<file path="src/rtl/exc_entry_pkg.sv">
package exc_entry_pkg;

    localparam int NUM_FAULTS = 17;
    localparam int FIDX_W     = 5;

    // Status register bit positions
    localparam int ST_EXL_BIT = 1;
    localparam int ST_BEV_BIT = 22;
    localparam int ST_CU1_BIT = 29;

    // Cause register fields
    localparam int CA_BD_BIT  = 31;
    localparam int CA_CE_HI   = 29;
    localparam int CA_CE_LO   = 28;
    localparam int CA_EXC_HI  = 6;
    localparam int CA_EXC_LO  = 2;

    // Shadow-set control fields
    localparam int SS_CUR_LO  = 0;
    localparam int SS_PREV_LO = 6;
    localparam int SS_EXC_LO  = 12;
    localparam int SS_FLD_W   = 4;

    // Fault identifiers, index equals priority (0 highest)
    typedef enum logic [FIDX_W-1:0] {
        F_RESET       = 5'd0,
        F_SOFT_RESET  = 5'd1,
        F_NMI         = 5'd2,
        F_MCHECK      = 5'd3,
        F_ADDR_ERR    = 5'd4,
        F_TLB_REFILL  = 5'd5,
        F_TLB_INVALID = 5'd6,
        F_TLB_MOD     = 5'd7,
        F_CP_UNUSABLE = 5'd8,
        F_RSVD_INSN   = 5'd9,
        F_DSP_OFF     = 5'd10,
        F_THREAD      = 5'd11,
        F_SYSCALL     = 5'd12,
        F_BREAK       = 5'd13,
        F_OVERFLOW    = 5'd14,
        F_TRAP        = 5'd15,
        F_INTERRUPT   = 5'd16
    } fault_e;

    typedef struct packed {
        logic [4:0] code;
        logic       far_vec;
        logic       is_reset;
        logic       is_unsup;
    } fault_attr_t;

    typedef enum logic [1:0] {
        ST_IDLE     = 2'd0,
        ST_ENTERED  = 2'd1,
        ST_REJECTED = 2'd2
    } entry_state_e;

endpackage

</file>
<file path="src/rtl/exc_fault_select.sv">
module exc_fault_select
    import exc_entry_pkg::*;
#(
    parameter int N = NUM_FAULTS
) (
    input  logic         clk,
    input  logic         rst_n,
    input  logic [N-1:0] req_i,
    output logic         any_o,
    output fault_e       sel_o
);

    logic [N:0]   blocked;
    logic [N-1:0] grant;

    assign blocked[0] = 1'b0;

    genvar g;
    generate
        for (g = 0; g < N; g++) begin : g_prio
            assign grant[g]     = req_i[g] & ~blocked[g];
            assign blocked[g+1] = blocked[g] | req_i[g];
        end
    endgenerate

    assign any_o = blocked[N];

    always_comb begin
        logic [FIDX_W-1:0] idx;
        idx = '0;
        for (int i = 0; i < N; i++) begin
            if (grant[i]) idx = FIDX_W'(i);
        end
        sel_o = fault_e'(idx);
    end


    grant_onehot_chk: assert property (@(posedge clk) disable iff (!rst_n)
        $onehot0(grant));


    grant_lowest_chk: assert property (@(posedge clk) disable iff (!rst_n)
        req_i[0] |-> (sel_o == F_RESET));

endmodule

</file>
<file path="src/rtl/exc_fault_map.sv">
module exc_fault_map
    import exc_entry_pkg::*;
(
    input  fault_e      sel_i,
    output fault_attr_t attr_o
);

    always_comb begin
        attr_o          = '0;
        attr_o.far_vec  = 1'b1;
        unique case (sel_i)
            F_RESET: begin
                attr_o.is_reset = 1'b1;
                attr_o.far_vec  = 1'b0;
            end
            F_SOFT_RESET, F_NMI: begin
                attr_o.is_unsup = 1'b1;
                attr_o.far_vec  = 1'b0;
            end
            F_INTERRUPT: begin
                attr_o.code    = 5'd0;
                attr_o.far_vec = 1'b0;
            end
            F_TLB_MOD:     attr_o.code = 5'd1;
            F_SYSCALL:     attr_o.code = 5'd8;
            F_BREAK:       attr_o.code = 5'd9;
            F_RSVD_INSN:   attr_o.code = 5'd10;
            F_CP_UNUSABLE: attr_o.code = 5'd11;
            F_OVERFLOW:    attr_o.code = 5'd12;
            F_TRAP:        attr_o.code = 5'd13;
            F_MCHECK:      attr_o.code = 5'd24;
            default:       attr_o.code = 5'd0;
        endcase
    end

endmodule

</file>
<file path="src/rtl/exc_reg_update.sv">
module exc_reg_update
    import exc_entry_pkg::*;
#(
    parameter int          XLEN       = 32,
    parameter logic [XLEN-1:0] VEC_BASE   = 32'h8000_0000,
    parameter logic [XLEN-1:0] RESET_BASE = 32'hBFC0_0000,
    parameter int          INSN_BYTES = 4,
    parameter int          FAR_OFFSET = 'h180
) (
    input  fault_attr_t     attr_i,
    input  logic [XLEN-1:0] cur_pc_i,
    input  logic [XLEN-1:0] next_pc_i,
    input  logic [XLEN-1:0] status_i,
    input  logic [XLEN-1:0] cause_i,
    input  logic [XLEN-1:0] epc_i,
    input  logic [XLEN-1:0] srsctl_i,
    output logic [XLEN-1:0] pc_o,
    output logic [XLEN-1:0] status_o,
    output logic [XLEN-1:0] cause_o,
    output logic [XLEN-1:0] epc_o,
    output logic [XLEN-1:0] srsctl_o,
    output logic            in_slot_o
);

    localparam logic [XLEN-1:0] STEP    = XLEN'(INSN_BYTES);
    localparam logic [XLEN-1:0] OFF_FAR = XLEN'(FAR_OFFSET);

    logic            switch_set;
    logic [XLEN-1:0] srs_switched;

    assign in_slot_o  = (next_pc_i != (cur_pc_i + STEP));
    assign switch_set = ~status_i[ST_EXL_BIT] & ~status_i[ST_BEV_BIT];

    always_comb begin
        srs_switched = srsctl_i;
        srs_switched[SS_PREV_LO +: SS_FLD_W] = srsctl_i[SS_CUR_LO +: SS_FLD_W];
        srs_switched[SS_CUR_LO  +: SS_FLD_W] = srsctl_i[SS_EXC_LO +: SS_FLD_W];
    end

    always_comb begin
        if (attr_i.is_reset) begin
            pc_o                 = RESET_BASE;
            status_o             = status_i;
            status_o[ST_CU1_BIT] = 1'b1;
            cause_o              = cause_i;
            epc_o                = epc_i;
            srsctl_o             = srsctl_i;
        end else begin
            pc_o                 = VEC_BASE + (attr_i.far_vec ? OFF_FAR : '0);
            status_o             = status_i;
            status_o[ST_EXL_BIT] = 1'b1;
            cause_o              = cause_i;
            cause_o[CA_BD_BIT]   = in_slot_o;
            cause_o[CA_CE_HI:CA_CE_LO]   = 2'b00;
            cause_o[CA_EXC_HI:CA_EXC_LO] = attr_i.code;
            epc_o                = in_slot_o ? (cur_pc_i - STEP) : cur_pc_i;
            srsctl_o             = switch_set ? srs_switched : srsctl_i;
        end
    end

endmodule

</file>
<file path="src/rtl/exc_entry_ctrl.sv">
module exc_entry_ctrl
    import exc_entry_pkg::*;
#(
    parameter int              XLEN       = 32,
    parameter logic [XLEN-1:0] VEC_BASE   = 32'h8000_0000,
    parameter logic [XLEN-1:0] RESET_BASE = 32'hBFC0_0000,
    parameter int              INSN_BYTES = 4
) (
    input  logic                  clk,
    input  logic                  rst_n,
    input  logic                  take_i,
    input  logic [NUM_FAULTS-1:0] fault_req_i,
    input  logic [XLEN-1:0]       cur_pc_i,
    input  logic [XLEN-1:0]       next_pc_i,
    input  logic [XLEN-1:0]       status_i,
    input  logic [XLEN-1:0]       cause_i,
    input  logic [XLEN-1:0]       epc_i,
    input  logic [XLEN-1:0]       srsctl_i,
    output logic [XLEN-1:0]       new_pc_o,
    output logic [XLEN-1:0]       status_o,
    output logic [XLEN-1:0]       cause_o,
    output logic [XLEN-1:0]       epc_o,
    output logic [XLEN-1:0]       srsctl_o,
    output logic                  entry_done_o,
    output logic                  unsup_err_o
);

    localparam logic [XLEN-1:0] STEP = XLEN'(INSN_BYTES);

    logic        any_req;
    fault_e      sel;
    fault_attr_t attr;
    logic        service, reject, in_slot;

    logic [XLEN-1:0] nx_pc, nx_status, nx_cause, nx_epc, nx_srsctl;
    logic [XLEN-1:0] pc_q, status_q, cause_q, epc_q, srsctl_q;

    entry_state_e state_q, state_d;

    exc_fault_select #(.N(NUM_FAULTS)) u_select (
        .clk   (clk),
        .rst_n (rst_n),
        .req_i (fault_req_i),
        .any_o (any_req),
        .sel_o (sel)
    );

    exc_fault_map u_map (
        .sel_i  (sel),
        .attr_o (attr)
    );

    exc_reg_update #(
        .XLEN       (XLEN),
        .VEC_BASE   (VEC_BASE),
        .RESET_BASE (RESET_BASE),
        .INSN_BYTES (INSN_BYTES)
    ) u_update (
        .attr_i    (attr),
        .cur_pc_i  (cur_pc_i),
        .next_pc_i (next_pc_i),
        .status_i  (status_i),
        .cause_i   (cause_i),
        .epc_i     (epc_i),
        .srsctl_i  (srsctl_i),
        .pc_o      (nx_pc),
        .status_o  (nx_status),
        .cause_o   (nx_cause),
        .epc_o     (nx_epc),
        .srsctl_o  (nx_srsctl),
        .in_slot_o (in_slot)
    );

    assign service = take_i & any_req & ~attr.is_unsup;
    assign reject  = take_i & any_req &  attr.is_unsup;

    // Next-state logic
    always_comb begin
        state_d = ST_IDLE;
        unique case (state_q)
            ST_IDLE, ST_ENTERED, ST_REJECTED: begin
                if (service)     state_d = ST_ENTERED;
                else if (reject) state_d = ST_REJECTED;
                else             state_d = ST_IDLE;
            end
            default: state_d = ST_IDLE;
        endcase
    end

    // State register
    always_ff @(posedge clk) begin
        if (!rst_n) state_q <= ST_IDLE;
        else        state_q <= state_d;
    end

    // Architectural output registers
    always_ff @(posedge clk) begin
        if (!rst_n) begin
            pc_q     <= '0;
            status_q <= '0;
            cause_q  <= '0;
            epc_q    <= '0;
            srsctl_q <= '0;
        end else if (service) begin
            pc_q     <= nx_pc;
            status_q <= nx_status;
            cause_q  <= nx_cause;
            epc_q    <= nx_epc;
            srsctl_q <= nx_srsctl;
        end
    end

    // Output decode from state
    always_comb begin
        entry_done_o = 1'b0;
        unsup_err_o  = 1'b0;
        unique case (state_q)
            ST_IDLE:     ;
            ST_ENTERED:  entry_done_o = 1'b1;
            ST_REJECTED: unsup_err_o  = 1'b1;
            default:     ;
        endcase
    end

    assign new_pc_o = pc_q;
    assign status_o = status_q;
    assign cause_o  = cause_q;
    assign epc_o    = epc_q;
    assign srsctl_o = srsctl_q;


    rst_idle_chk: assert property (@(posedge clk)
        !rst_n |=> (!entry_done_o && !unsup_err_o && new_pc_o == '0));


    exl_set_chk: assert property (@(posedge clk) disable iff (!rst_n)
        (service && !attr.is_reset) |=> status_o[ST_EXL_BIT]);


    epc_slot_chk: assert property (@(posedge clk) disable iff (!rst_n)
        (service && !attr.is_reset && next_pc_i != cur_pc_i + STEP)
        |=> (epc_o == $past(cur_pc_i) - STEP));


    reset_pc_chk: assert property (@(posedge clk) disable iff (!rst_n)
        (take_i && fault_req_i[0]) |=> (new_pc_o == RESET_BASE && status_o[ST_CU1_BIT]));


    unsup_hold_chk: assert property (@(posedge clk) disable iff (!rst_n)
        reject |=> (unsup_err_o && !entry_done_o && $stable(new_pc_o) && $stable(epc_o)));


    idle_hold_chk: assert property (@(posedge clk) disable iff (!rst_n)
        !take_i |=> ($stable(new_pc_o) && $stable(status_o) && $stable(cause_o)
                     && !entry_done_o && !unsup_err_o));


    done_pulse_chk: assert property (@(posedge clk) disable iff (!rst_n)
        service |=> entry_done_o ##1 (!entry_done_o || $past(service)));

endmodule

</file>
<file path="config.mk">
export PLATFORM = sky130hd
export DESIGN_NAME = exc_entry_ctrl
export DESIGN_NICKNAME = d
export VERILOG_FILES = /design/src/rtl/exc_entry_pkg.sv /design/src/rtl/exc_fault_select.sv /design/src/rtl/exc_fault_map.sv /design/src/rtl/exc_reg_update.sv /design/src/rtl/exc_entry_ctrl.sv
export SDC_FILE = /design/constraint.sdc
export NUM_CORES = 1
export LEC_CHECK = 0
export ABC_CLOCK_PERIOD_IN_PS = 5160
export CORE_ASPECT_RATIO = 0.6
export CORE_UTILIZATION = 45
export CTS_BUF_LIST = sky130_fd_sc_hd__clkbuf_8 sky130_fd_sc_hd__clkbuf_16
export DETAILED_ROUTE_END_ITERATION = 8
export PLACE_DENSITY = 0.85
export SLEW_MARGIN = 15
export SYNTH_ARGS = -nofsm -noshare
export SYNTH_HDL_FRONTEND = slang
export SYNTH_HIERARCHICAL = 1
export SYNTH_SLANG_ARGS = --single-unit
</file>
<file path="constraint.sdc">
create_clock -name clk -period 5.16 [get_ports clk]
set_input_delay 1.29 -clock clk [delete_from_list [all_inputs] [get_ports clk]]
set_output_delay 1.29 -clock clk [all_outputs]
set_load 0.02 [all_outputs]
</file>
==> impl_metrics.csv <==
group,metric,value,unit
detailed_routing,vias,9906,
logic_synthesis,syn_avg_cell_area,8.01,um2
clock_network,cts_max_level,4,
detailed_routing,viasPerCell,5.27,
logic_synthesis,synth_cells,1295,
timing,setup_tns,0,ns
power,total_power,3.70,mW
worst_setup_path,crit_path_top_delay_cell,"or4_1",
logic_synthesis,synthFlopType,"dfxtp_1",
timing,period_needed,4.52,ns
detailed_routing,firstDrtPassIters,5,
detailed_routing,drc_errors,0,
logic_synthesis,synth_edf_count,0,
status,status,"complete, no violations",
worst_setup_path,crit_path_end_kind,"flip-flop",
clock_network,clk_path_buf_depth,2,
power,peakVddDrop,0.000223,V
clock_network,postCtsSetupBuffers,0,
logic_synthesis,synth.ff_latch_count,162,
worst_setup_path,worstPathMaxFanout,27,
timing,period_share,0.876,
clock_network,worstSkewPairLatency,0.42,ns
timing,rsz0062_at_grt,"no",
worst_setup_path,worst_ep_required_time,5.51,ns
global_route,grt-ovfl-total,0,
clock_network,cts-root-buf,"clkbuf_16",
worst_setup_path,worst_path_largest_cell_delay,0.67,ns
finish,drive_above_1_share,0.0790,
run,maxCapViolCount,0,
place,globalplace.congestion,1.00,
clock_network,cts.sinks,162,
clock_network,clk_pin_slew,0.06,ns
clock_network,cts_tree,"yes",
logic_synthesis,synthArstFlopShare,0,
finish,nets,1770,
die,top_level_ports,374,
die,die_y,120,um
worst_setup_path,start_kind,"input pin",
die,core_area,0.0223,mm2
worst_setup_path,path_cells,"clkdlybuf4s50_1, nand4_4, or4_1, or4_1, nand3_1, nand2_1, and4bb_2, and2_4, inv_2, a311o_1, nand3_1, nand2_1, mux2i_1",
detailed_routing,post_drt_wl_per_cell,18.1,um
finish,area_growth,37.4,%
die,die-area,0.0237,mm2
global_route,antenna_found_initial,2,
detailed_routing,initialDrtViolationCount,664,
timing,max_freq,0.221,GHz
detailed_routing,ant_nets,0,
timing,maxSlewHeadroom,0.295,
place,dp_hpwl,26.0,mm
worst_hold_path,hp-class,"flip-flop to flip-flop",
timing,skew,0.0000488,ns
timing,hold_violations,0,
die,die_w,198,um
power,power_leakage,5.53,nW
clock_network,cts_buffers,17,
die,start_util,0.464,
global_route,grt_max_degree,181,
timing,slew_violations,0,
global_route,grt_pass1_wl,51.9,mm
worst_setup_path,criticalPathCategory,"input pin to flip-flop",
worst_setup_path,cp.arrival,4.87,ns
logic_synthesis,yosysSeqAreaShare,0.313,
place,port_buffers,373,
die,std_cell_rows,42,
logic_synthesis,synth_cell_type_count,69,
timing,worstMarginPinSlew,1.06,ns
timing,setup_violations,0,
clock_network,cts_hold_buf,0,
power,power.density,260,mW/mm2
clock_network,postCtsResizedCells,0,
detailed_routing,wl,34.0,mm
logic_synthesis,ys_warn_count,6,
global_route,track_usage,0.282,
logic_synthesis,synth_area,0.0104,mm2
global_route,grt_pass1_vias,9709,
==> worst max-delay path: cells and delay by family <==
kind | cells | cell delay, ns
AND/OR/NAND/NOR | 9 | 2.25
AO/OA/AOI/OAI | 1 | 0.41
buffers and inverters | 2 | 0.74
multiplexers | 1 | 0.16
==> synth_stat cells (3+ instances only) <==
master	count	area share
o21ai_0	14	0.0068
nand2_1	362	0.13
o2111ai_1	4	0.0034
o31ai_1	3	0.0022
and4_1	5	0.0042
and2_1	4	0.0024
o21ai_1	6	0.0029
nand2b_1	15	0.0090
buf_2	15	0.0072
o31a_1	12	0.010
a311o_1	5	0.0048
or4_1	9	0.0065
a21oi_1	15	0.0072
dfxtp_1	162	0.31
nor2_1	45	0.016
a211oi_1	6	0.0043
buf_1	3	0.0011
nor3b_1	3	0.0022
nand4b_1	3	0.0025
o211ai_1	8	0.0058
and3_1	6	0.0036
nor4_2	4	0.0048
mux2i_1	166	0.16
nor4_1	19	0.011
xor2_1	15	0.013
a31oi_1	7	0.0042
nand4_1	27	0.016
buf_4	117	0.085
a211o_1	7	0.0059
mux2_2	18	0.020
nor4b_1	3	0.0025
clkbuf_1	49	0.018
nor2b_1	6	0.0036
or3_1	10	0.0060
nand3_1	27	0.013
nor3_1	7	0.0034
xnor2_1	26	0.022
buf_6	15	0.016
inv_1	26	0.0094
and3b_1	3	0.0025
==> cell families (layout without fill, tap and decap cells) <==
kind of cell / Yosys count / after routing / share of synthesized area
XOR/XNOR: 41 / 41 / 0.0346
other: 2 / 23 / 0.000724
adder cells (fa/ha/maj): 2 / 2 / 0.00241
AO/OA/AOI/OAI: 101 / 101 / 0.0699
multiplexers: 184 / 184 / 0.180
flip-flops: 162 / 162 / 0.313
AND/OR/NAND/NOR: 576 / 576 / 0.263
buffers and inverters: 227 / 481 / 0.137
==> sequential cells by signal, summed over array words and instances, names as in the netlist <==
| register | flops |
|---|---|
| cause_o | 32 |
| status_o | 32 |
| state_q | 2 |
| new_pc_o | 32 |
| srsctl_o | 32 |
| epc_o | 32 |
==> worst paths after layout <==
check | startpoint | end | slack [ns] | depth (start not counted)
setup / recovery | cur_pc_i[7] | epc_o[14] | 0.64 | 13
hold / removal | srsctl_o[30] | srsctl_o[30] | 0.45 | 2
setup reg to reg | epc_o[12] | epc_o[12] | 4.40 | 2
hold reg to reg | srsctl_o[30] | srsctl_o[30] | 0.45 | 2
==> cell usage in the layout (no fill, tap or decap), types with 9 or more instances in the layout <==
| cell | count |
|---|---|
| or3_1 | 10 |
| nand4_1 | 27 |
| inv_1 | 27 |
| nand2b_1 | 15 |
| nand3_1 | 27 |
| nor2_1 | 45 |
| a21oi_1 | 15 |
| o21ai_0 | 14 |
| mux2i_1 | 166 |
| clkbuf_16 | 17 |
| xor2_1 | 15 |
| xnor2_1 | 26 |
| o31a_1 | 12 |
| buf_4 | 44 |
| clkdlybuf4s50_1 | 372 |
| conb_1 | 22 |
| mux2_2 | 18 |
| dfxtp_1 | 162 |
| or4_1 | 9 |
| nand2_1 | 362 |
| nor4_1 | 19 |
==> power breakdown <==
| part | total [mW] | internal (mW) | switching (mW) |
|---|---|---|---|
| Combinational | 1.05 | 0.516 | 0.538 |
| Sequential | 1.40 | 1.35 | 0.0544 |
| Clock | 1.24 | 0.686 | 0.559 |
| Total | 3.70 | 2.55 | 1.15 |
==> cell type report <==
cell class | count | area [um2]
multi-input cells | 926 | 5790
well taps | 308 | 385
flip-flops and latches | 162 | 3240
diodes | 1 | 2.50
clock buffers | 18 | 439
fillers | 1881 | 8090
inverters | 28 | 105
repair buffers | 421 | 4150
clock inverters | 14 | 130
==> layer usage <==
layer | vias up | part of all wire | track usage
met2 | 458 | 0.43 | 0.438
met5 | - | 0.00079 | 0
li1 | 4800 | - | -
met1 | 4596 | 0.43 | 0.357
met4 | 4 | 0.023 | 0.0906
met3 | 48 | 0.12 | 0.112
==> stage by stage <==
step                      hold slack (ns)  setup WS [ns]  instances  cell area, um2  utilization
after floorplan                     0.449          0.970       1315           10400            -
after global placement              0.441          0.320       1845           13700        0.612
after detailed placement            0.447          0.256       1845           13700        0.612
after CTS                           0.457          0.692       1877           14200        0.638
after global routing                0.469          0.446       1877           14200        0.638
final                               0.455          0.641       1878           14200        0.638
Note: power is estimated with default switching activity, not from simulation.
